$ cat src/rtl/bru_pkg.sv
package bru_pkg;
  typedef enum logic [1:0] {
    BK_REL  = 2'd0,
    BK_LINK = 2'd1,
    BK_ABS  = 2'd2,
    BK_NONE = 2'd3
  } br_kind_e;

  typedef struct packed {
    logic n;
    logic z;
    logic c;
    logic v;
  } flags_t;
endpackage

$ cat src/rtl/bru_cond_eval.sv
module bru_cond_eval
  import bru_pkg::*;
#(
  parameter int COND_W = 4
) (
  input  logic [COND_W-1:0] cond,
  input  flags_t            flags,
  output logic              pass
);
  localparam int PAIRS = 1 << (COND_W - 1);

  // Each even code has a base test; the odd code next to it is the inverse.
  logic [PAIRS-1:0] base;

  generate
    for (genvar g = 0; g < PAIRS; g++) begin : g_pair
      always_comb begin
        unique case (g)
          0:       base[g] = flags.z;
          1:       base[g] = flags.c;
          2:       base[g] = flags.n;
          3:       base[g] = flags.v;
          4:       base[g] = flags.c & ~flags.z;
          5:       base[g] = ~(flags.n ^ flags.v);
          6:       base[g] = ~flags.z & ~(flags.n ^ flags.v);
          default: base[g] = 1'b1;
        endcase
      end
    end
  endgenerate

  assign pass = base[cond[COND_W-1:1]] ^ cond[0];
endmodule

$ cat src/rtl/bru_target_calc.sv
module bru_target_calc #(
  parameter int XLEN     = 32,
  parameter int OFF_W    = 24,
  parameter int SHIFT    = 2,
  parameter int PC_AHEAD = 8,
  parameter int STEP     = 4
) (
  input  logic [XLEN-1:0]  pc,
  input  logic [OFF_W-1:0] offset,
  output logic [XLEN-1:0]  rel_target,
  output logic [XLEN-1:0]  seq_addr
);
  localparam int EXT_W = XLEN - OFF_W - SHIFT;
  localparam logic [XLEN-1:0] AHEAD_V = XLEN'(PC_AHEAD);
  localparam logic [XLEN-1:0] STEP_V  = XLEN'(STEP);

  logic [XLEN-1:0] disp;

  generate
    if (EXT_W > 0) begin : g_ext
      assign disp = {{EXT_W{offset[OFF_W-1]}}, offset, {SHIFT{1'b0}}};
    end else begin : g_trunc
      assign disp = XLEN'({offset, {SHIFT{1'b0}}});
    end
  endgenerate

  assign rel_target = pc + AHEAD_V + disp;
  assign seq_addr   = pc + STEP_V;
endmodule

$ cat src/rtl/bru_branch_unit.sv
module bru_branch_unit
  import bru_pkg::*;
#(
  parameter int XLEN     = 32,
  parameter int OFF_W    = 24,
  parameter int COND_W   = 4,
  parameter int SHIFT    = 2,
  parameter int PC_AHEAD = 8,
  parameter int STEP     = 4
) (
  input  logic              clk,
  input  logic              rst,
  input  logic [1:0]        br_kind,
  input  logic [COND_W-1:0] cond_code,
  input  logic              flag_n,
  input  logic              flag_z,
  input  logic              flag_c,
  input  logic              flag_v,
  input  logic [XLEN-1:0]   insn_pc,
  input  logic [OFF_W-1:0]  br_offset,
  input  logic [XLEN-1:0]   reg_target,
  output logic              taken_q,
  output logic [XLEN-1:0]   next_pc_q,
  output logic [XLEN-1:0]   link_addr_q,
  output logic              link_we_q
);
  localparam logic [XLEN-1:0] STEP_V = XLEN'(STEP);

  br_kind_e        kind;
  flags_t          flags;
  logic            cond_ok;
  logic [XLEN-1:0] rel_target;
  logic [XLEN-1:0] seq_addr;
  logic            taken_d;
  logic            link_d;
  logic [XLEN-1:0] next_d;

  assign kind  = br_kind_e'(br_kind);
  assign flags = '{n: flag_n, z: flag_z, c: flag_c, v: flag_v};

  bru_cond_eval #(.COND_W(COND_W)) u_cond (
    .cond  (cond_code),
    .flags (flags),
    .pass  (cond_ok)
  );

  bru_target_calc #(
    .XLEN(XLEN), .OFF_W(OFF_W), .SHIFT(SHIFT),
    .PC_AHEAD(PC_AHEAD), .STEP(STEP)
  ) u_tgt (
    .pc         (insn_pc),
    .offset     (br_offset),
    .rel_target (rel_target),
    .seq_addr   (seq_addr)
  );

  always_comb begin
    taken_d = cond_ok && (kind != BK_NONE);
    link_d  = cond_ok && (kind == BK_LINK);
    next_d  = seq_addr;
    if (taken_d) begin
      next_d = (kind == BK_ABS) ? reg_target : rel_target;
    end
  end

  always_ff @(posedge clk) begin
    if (rst) begin
      taken_q     <= 1'b0;
      link_we_q   <= 1'b0;
      next_pc_q   <= '0;
      link_addr_q <= '0;
    end else begin
      taken_q     <= taken_d;
      link_we_q   <= link_d;
      next_pc_q   <= next_d;
      link_addr_q <= seq_addr;
    end
  end

  // Set once outputs hold a value loaded from real inputs.
  logic primed;
  always_ff @(posedge clk) begin
    if (rst) primed <= 1'b0;
    else     primed <= 1'b1;
  end

  a_r10_reset_clears: assert property (@(posedge clk)
    rst |=> (!taken_q && !link_we_q && next_pc_q == '0));

  a_r5_link_implies_taken: assert property (@(posedge clk) disable iff (rst)
    (primed && link_we_q) |-> taken_q);

  a_r4_fallthrough_addr: assert property (@(posedge clk) disable iff (rst)
    (primed && !taken_q) |-> (next_pc_q == $past(insn_pc) + STEP_V));

  a_r6_link_value: assert property (@(posedge clk) disable iff (rst)
    (primed && link_we_q) |-> (link_addr_q == $past(insn_pc) + STEP_V));

  a_r9_never_code: assert property (@(posedge clk) disable iff (rst)
    (primed && $past(cond_code) == {COND_W{1'b1}}) |-> !taken_q);

  a_r8_nonbranch_idle: assert property (@(posedge clk) disable iff (rst)
    (primed && $past(br_kind) == 2'd3) |-> (!taken_q && !link_we_q));

  a_r2_rel_alignment: assert property (@(posedge clk) disable iff (rst)
    (primed && taken_q && $past(br_kind) != 2'd2)
      |-> (next_pc_q[SHIFT-1:0] == $past(insn_pc[SHIFT-1:0])));
endmodule

$ cat config.mk
export PLATFORM = sky130hd
export DESIGN_NAME = bru_branch_unit
export DESIGN_NICKNAME = d
export VERILOG_FILES = /design/src/rtl/bru_pkg.sv /design/src/rtl/bru_cond_eval.sv /design/src/rtl/bru_target_calc.sv /design/src/rtl/bru_branch_unit.sv
export SDC_FILE = /design/constraint.sdc
export NUM_CORES = 1
export LEC_CHECK = 0
export BUFFER_PORTS_ARGS = -buffer_cell sky130_fd_sc_hd__buf_2
export CAP_MARGIN = 10
export CORE_MARGIN = 5
export CORE_UTILIZATION = 50
export DETAILED_ROUTE_END_ITERATION = 16
export HOLD_SLACK_MARGIN = 0.02
export PLACE_DENSITY = 0.84
export RECOVER_POWER = 50
export SYNTH_ARGS = -nofsm -noshare
export SYNTH_HDL_FRONTEND = slang
export SYNTH_SLANG_ARGS = --single-unit
$ cat constraint.sdc
create_clock -name clk -period 9.7 [get_ports clk]
set_input_delay 2.91 -clock clk [delete_from_list [all_inputs] [get_ports clk]]
set_output_delay 2.91 -clock clk [all_outputs]
set_load 0.03 [all_outputs]
* Yosys cells after proc, flatten, opt, wreduce, memory -nomap -nowiden
Cells that the tools add are included.
** Cells by class
- $add $sub $neg :: 3
- Magnitude comparators :: 1
- Eq/ne operators :: 3
- Multiplexer cells :: 4
- Bitwise operators :: 6
- Reductions and logical operators :: 2
** Operators with widths (count)
- 32-bit two-way mux :: 2
- 32-bit by 3-bit adder with 32-bit output (second input constant) :: 1
- 32-bit adder :: 1
- 32-bit by 4-bit adder with 32-bit output (second input constant) :: 1
- 3-bit by 4-bit < comparator with 1-bit output (second input constant) :: 1
- 1-bit binary-select mux with 3-bit select :: 1
- 1-bit AND :: 2
- 2-bit by 1-bit == test with 1-bit output (second input constant) :: 1
- 2-bit == test (second input constant) :: 1
- 1-bit logical AND :: 2
- 2-bit != test (second input constant) :: 1
- 1-bit inverter :: 2
- 1-bit bitwise XOR :: 2
- 1-bit two-way mux :: 1
** Storage, ports and cells
- Flip-flop bits (word level) :: 66
- Input port bits :: 100
- Output and inout bits :: 66
- Logic and storage cells :: 23

* Depth between registers and ports, before layout
Gate-level depths: netlist of the first run.
- Word-level depth :: 8
- Depth in mapped cells :: 13
- Gate-level depth less buffers :: 13

* Hierarchy
A second synthesis of the first run with hierarchy kept.
** Second synthesis, totals
- Cells, all modules :: 571
- Area total of the unflattened synthesis :: 5054.8 um2
** Modules (own cells, without submodules)
- bru_target_calc :: instances 1, cells each 347, area an instance 2607.5 um2, seq. area each 0.0 um2
- bru_branch_unit :: instances 1, cells each 213, area an instance 2353.5 um2, seq. area each 1321.3 um2
- bru_cond_eval :: instances 1, cells each 11, area an instance 93.8 um2, seq. area each 0.0 um2

* Worst setup path before layout of the first run
OpenSTA, ideal clock, no wires.
- Path kind :: input-to-reg
- From :: in insn_pc[3]
- To :: reg next_pc_q[25]
- Setup time :: 0.083 ns
- Arrival :: 5.260 ns
- Required time :: 9.617 ns
- Slack :: 4.357 ns
- Cell stages on the path :: 13
- Buffers on the path :: 0
- Cell sequence :: inv_1 > ha_1 > inv_1 > ha_1 > fa_1 > a211oi_1 > nor2_1 > o211ai_2 > a21oi_1 > o211ai_1 > a21bo_2 > mux2_2 > o221ai_1
** Between the ends
- Word-level cells in the longest chain between the ends :: 4
- Elaborated cells on any way between the ends :: 5
- Classes of those cells :: 3 x add/sub; 2 x mux
** Ends and longest elaborated chain
- start, declared :: RTL line bru_branch_unit.sv:19 : input logic [XLEN-1:0] insn_pc,
- 32-bit by 4-bit adder with 32-bit output :: RTL line bru_target_calc.sv:27 : assign rel_target = pc + AHEAD_V + disp;
- 32-bit adder :: RTL line bru_target_calc.sv:27
- 32-bit two-way mux :: RTL line bru_branch_unit.sv:62 : next_d = (kind == BK_ABS) ? reg_target : rel_target;
- 32-bit two-way mux * :: RTL line bru_branch_unit.sv:61 : if (taken_d) begin
- end signal, assigned :: RTL line bru_branch_unit.sv:75 : next_pc_q <= next_d;
- end, declared :: RTL line bru_branch_unit.sv:23 : output logic [XLEN-1:0] next_pc_q,
Mark *: on every way between the ends. The rest lies on a longest branch, timed or not.
A chain may end at the register's enable or synchronous reset.

* Final worst setup path of the first run
Ends and elaborated chain as after synthesis.

==> results of run 1 <==
sequential cells by signal, summed over array words and instances (netlist names):
register and cells:
link_we_q 1, next_pc_q 32, link_addr_q 32, taken_q 1
cell type report:
| class | instances | share of cell area |
|---|---|---|
| inverter | 17 | 0.0117 |
| sequential | 66 | 0.232 |
| tap | 111 | 0.0244 |
| multi-input combinational | 450 | 0.555 |
| clock inverter | 6 | 0.0158 |
| clock buffer | 10 | 0.0242 |
| timing repair buffer | 168 | 0.137 |
path summary, 6_finish.rpt:
| kind | start | to |
|---|---|---|
| worst min-delay path | br_kind[1] | link_we_q |
| worst max-delay path | insn_pc[3] | next_pc_q[25] |
critical path: stages:
cell and delay, ns:
buf_2 0.10, inv_1 0.04, ha_1 0.26, inv_1 0.04
ha_1 0.23, fa_1 0.44, a211oi_1 0.25, nor2_1 0.15
o211ai_2 0.24, a21oi_1 0.15, o211ai_1 0.24, a21bo_2 0.16
mux2_2 0.33, o221ai_1 0.17
Yosys cell counts (8+ instances only):
cell type  number  area share
a211oi_1       15       0.024
a21o_1         10       0.016
a21oi_1        44       0.048
a22oi_1        12       0.019
clkbuf_1        9      0.0073
dfxtp_1        66        0.29
ha_1           58        0.16
inv_1          16       0.013
nand2_1        33       0.027
nand3_1        15       0.016
nand4_1        11       0.015
nor2_1         63       0.051
nor3_1          8      0.0087
o21ai_0        37       0.040
xnor2_1        24       0.045
xor2_1         24       0.045
metal layers:
metal | global-route usage | up-vias | wire [um]
li1 | - | 2318 | -
met1 | 0.315 | 2256 | 6100
met2 | 0.418 | 248 | 7000
met3 | 0.0553 | 30 | 1180
met4 | 0.102 | 0 | 336
met5 | 0 | - | 0
metrics by stage:
stage	setup WS, ns	instances	hold WS (ns)	util
floorplan	4.36	553	2.98	-
global placement	4.08	812	3.13	0.607
detailed placement	3.96	812	3.14	0.607
CTS	4.31	828	2.76	0.632
global route	4.17	828	2.76	0.624
finish	4.26	828	2.77	0.624
report_power, final:
group | total [mW] | internal [mW] | switching (mW)
Combinational | 0.329 | 0.117 | 0.213
Clock | 0.269 | 0.152 | 0.117
Sequential | 0.306 | 0.297 | 0.00820
cell families after synthesis:
logic type	after synthesis	synth area share
muxes	5	0.0111
adders and majority gates	59	0.161
buffers and inverters	37	0.0349
AOI/OAI and AO/OA	160	0.219
and+or+nand+nor	177	0.194
xor gates and xnor gates	49	0.0944
DFF	66	0.286
==> results.ini, run 1 <==
[outcome]
status=finished with violations
violations=capacitance limit, slew limit

[sta]
finalHoldViolations=0
fin_crit_sh=0.561
max_freq_ghz=0.184
worst_slew_pin_slew_ns=2.20
period_needed_ns=5.44
rsz0062_at_grt=no
fin_tns_setup_ns=0
setup_viol=0
maxSlewViolCount=48
relSlewSlack=-0.467

[clocking]
cts_buffers=9
tritoncts=built
cts.sinks=66
htree_levels=3
cts-root-buf=clkbuf_8
clock_path_buffers=2
clk_pin_slew_worst_paths_ns=0.09
ctsHoldBuffers=0
cts_resized=0
postCtsSetupBuffers=0

[drt]
final_antenna_net_count=0
first_iter_violations=421
via_count=4852
viasPerCell=5.86
wl_um=14600
first_pass_iters=5
routedWlPerCell_um=17.7
drc=0

[cells_and_area]
fill_cells=826
postLayoutCellArea_um2=5690
ff_latch_area_um2=1320
fin_nets=871
diodes=0
drive_gt1_frac=0.209
final_cell_mix=buf_2, dfxtp_1, nor2_1
final_common_cell=buf_2
syn2layout_area_growth_pct=22.9
multi_input_area_um2=3150

[grt]
first_global_vias=4684
grt_max_degree=48
grt_usage=0.251
grt_pass1_wl_um=22900
overflow=0
antenna_found_initial=0

[place]
placed_cell_area_um2=5530
hpwl_um=11500
globalplace.congestion=0.955
io_buffers=165

[min_path]
hold_depth=2
min_path_type=in2reg

[power]
power.density_nw_per_um2=159
vdd_ir_drop_max_uv=86.9
power_uw=904
leakagePower_nw=2.55

[worst_setup_path]
cp-end-kind=flop
crit_arrival_ns=5.72
cp.required_ns=9.98
path_class=in2reg
start_kind=input port
crit_fanout=4

[floorplan]
die_w_um=106
num_rows=35
start_util=0.508
core_area_um2=9110
io_pins=166
die-height_um=106
die_area_um2=11300

[yosys]
ys_ff_latch=66
synth_cell_types=64
postSynthAreaPerCell_um2=8.37
ys_seq_area_frac=0.286
synthArstFlopShare=0
synthCells=553
yosys_warnings=0
synth_area_um2=4630
synth_ff_type=dfxtp_1
syn_nets=712
synth_edf_count=0

[run]
max_cap_viol_count=1

(Power assumes the default switching activity.)
==> inputs of run 2 (changes only) <==
clock period = 5.2 ns   (was 9.7 ns; I/O delays follow)
==> run 2 against run 1 <==
The flow still finishes with violations (capacitance limit, slew limit). Sequential share of layout area up 0.25 points. Cell count unchanged. Wire length down 0.33%. Critical path depth unchanged. Global-route usage up 0.33 points. Sequential power up 86%. Combinational power up 87%. Setup slack worse by 3.1 ns. Via count up 1.2%. Core utilization down 0.66 points. Critical path type unchanged. Highest routed layer unchanged.
==> results.ini, run 2 (synthesized netlist as in run 1, its figures left out) <==
[outcome]
status=finished with violations
violations=capacitance limit, slew limit

[cells_and_area]
final_cells=828
final_cell_mix=buf_2, dfxtp_1, nor2_1
syn2layout_area_growth_pct=21.6
fin_nets=872
final_common_cell=buf_2
post-route-util=0.618
top_regs=link_addr_q (32), next_pc_q (32)
diodes=0
drive_gt1_frac=0.211

[drt]
viasPerCell=5.93
first_pass_iters=5
drc=0
first_iter_violations=367
final_antenna_net_count=0
wl_um=14600
routedWlPerCell_um=17.6
via_count=4909

[grt]
grt_usage=0.255
overflow=0
first_global_vias=4805
grt_max_degree=48
grt_pass1_wl_um=23300
antenna_found_initial=0

[sta]
setup_viol=0
finalHoldViolations=0
fin_tns_setup_ns=0
rsz0062_at_grt=no
worst_slew_pin_slew_ns=2.18
relSlewSlack=-0.456
max_freq_ghz=0.248
fin_crit_sh=0.775
period_needed_ns=4.03
maxSlewViolCount=48

[clocking]
tritoncts=built
cts.sinks=66
cts-root-buf=clkbuf_8
clock_path_buffers=2
cts_resized=0
htree_levels=3
cts_buffers=9
clk_pin_slew_worst_paths_ns=0.08
ctsHoldBuffers=0
postCtsSetupBuffers=0

[place]
globalplace.congestion=0.956
io_buffers=165
place_inst=813
hpwl_um=11300

[worst_setup_path]
slowest_stage=fa_1
start_kind=input port
max_stage_delay_ns=0.43
cp-end-kind=flop
path_class=in2reg
crit_fanout=4
cp.depth=14
cp_top_family=compound AO/OA/AOI/OAI gates
path_buf_inv=3
crit_path_cell_trace=buf_2 -> inv_1 -> ha_1 -> inv_1 -> ha_1 -> fa_1 -> a211oi_1 -> nor2_1 -> o211ai_2 -> a21oi_1 -> o211ai_1 -> a21bo_2 -> mux2_2 -> o221ai_1
cp.required_ns=5.46
crit_arrival_ns=4.29

[run]
max_cap_viol_count=1

[min_path]
min_path_type=in2reg
hold_depth=2

[power]
leakagePower_nw=2.53
vdd_ir_drop_max_uv=111
power.density_nw_per_um2=277

[floorplan]
num_rows=35
die-height_um=106
core_area_um2=9110
io_pins=166
die_w_um=106
start_util=0.508
die_area_um2=11300

## run 2: cell count changes in the layout (fill, tap and decap cells not counted), sizes merged
cell,previous run,this run
clkinvlp,1,2
clkbuf,67,65
bufinv,2,0
clkinv,3,4
buf,111,113
## run 2: per-stage QoR
stage	hold slack [ns]	total power [mW]	worst slack (ns)	area, um2
floorplan	1.63	1.00	1.21	4630
detailed placement	1.79	1.19	0.870	5540
finish	1.43	1.56	1.17	5630
global route	1.42	1.65	1.07	5630
global placement	1.78	1.18	0.923	5540
CTS	1.41	1.57	1.21	5700
## run 2: routing by layer
metal | track usage | vias to the layer above | wire, um | part of all wire
met1 | 0.316 | 2291 | 5990 | 0.41
met3 | 0.0516 | 31 | 1230 | 0.084
li1 | - | 2332 | - | -
met2 | 0.436 | 255 | 7060 | 0.48
met4 | 0.0907 | 0 | 299 | 0.021
met5 | 0 | - | 0 | 0
## run 2: worst paths after layout
check / from / end
setup / recovery: insn_pc[3] / next_pc_q[25]
hold / removal: br_kind[1] / link_we_q
## run 2: layout make-up
class,instances,area [um2]
well taps,111,139
flip-flops and latches,66,1320
clock buffers,9,124
fillers,858,3480
repair buffers,169,786
multi-input cells,450,3150
inverters,17,66.3
clock inverters,6,35.0
## run 2: power breakdown
| group | internal, mW | leakage (nW) | switching, mW |
|---|---|---|---|
| clock | 0.167 | 0.0806 | 0.209 |
| sequential | 0.555 | 0.550 | 0.0146 |
| combinational | 0.218 | 1.90 | 0.397 |
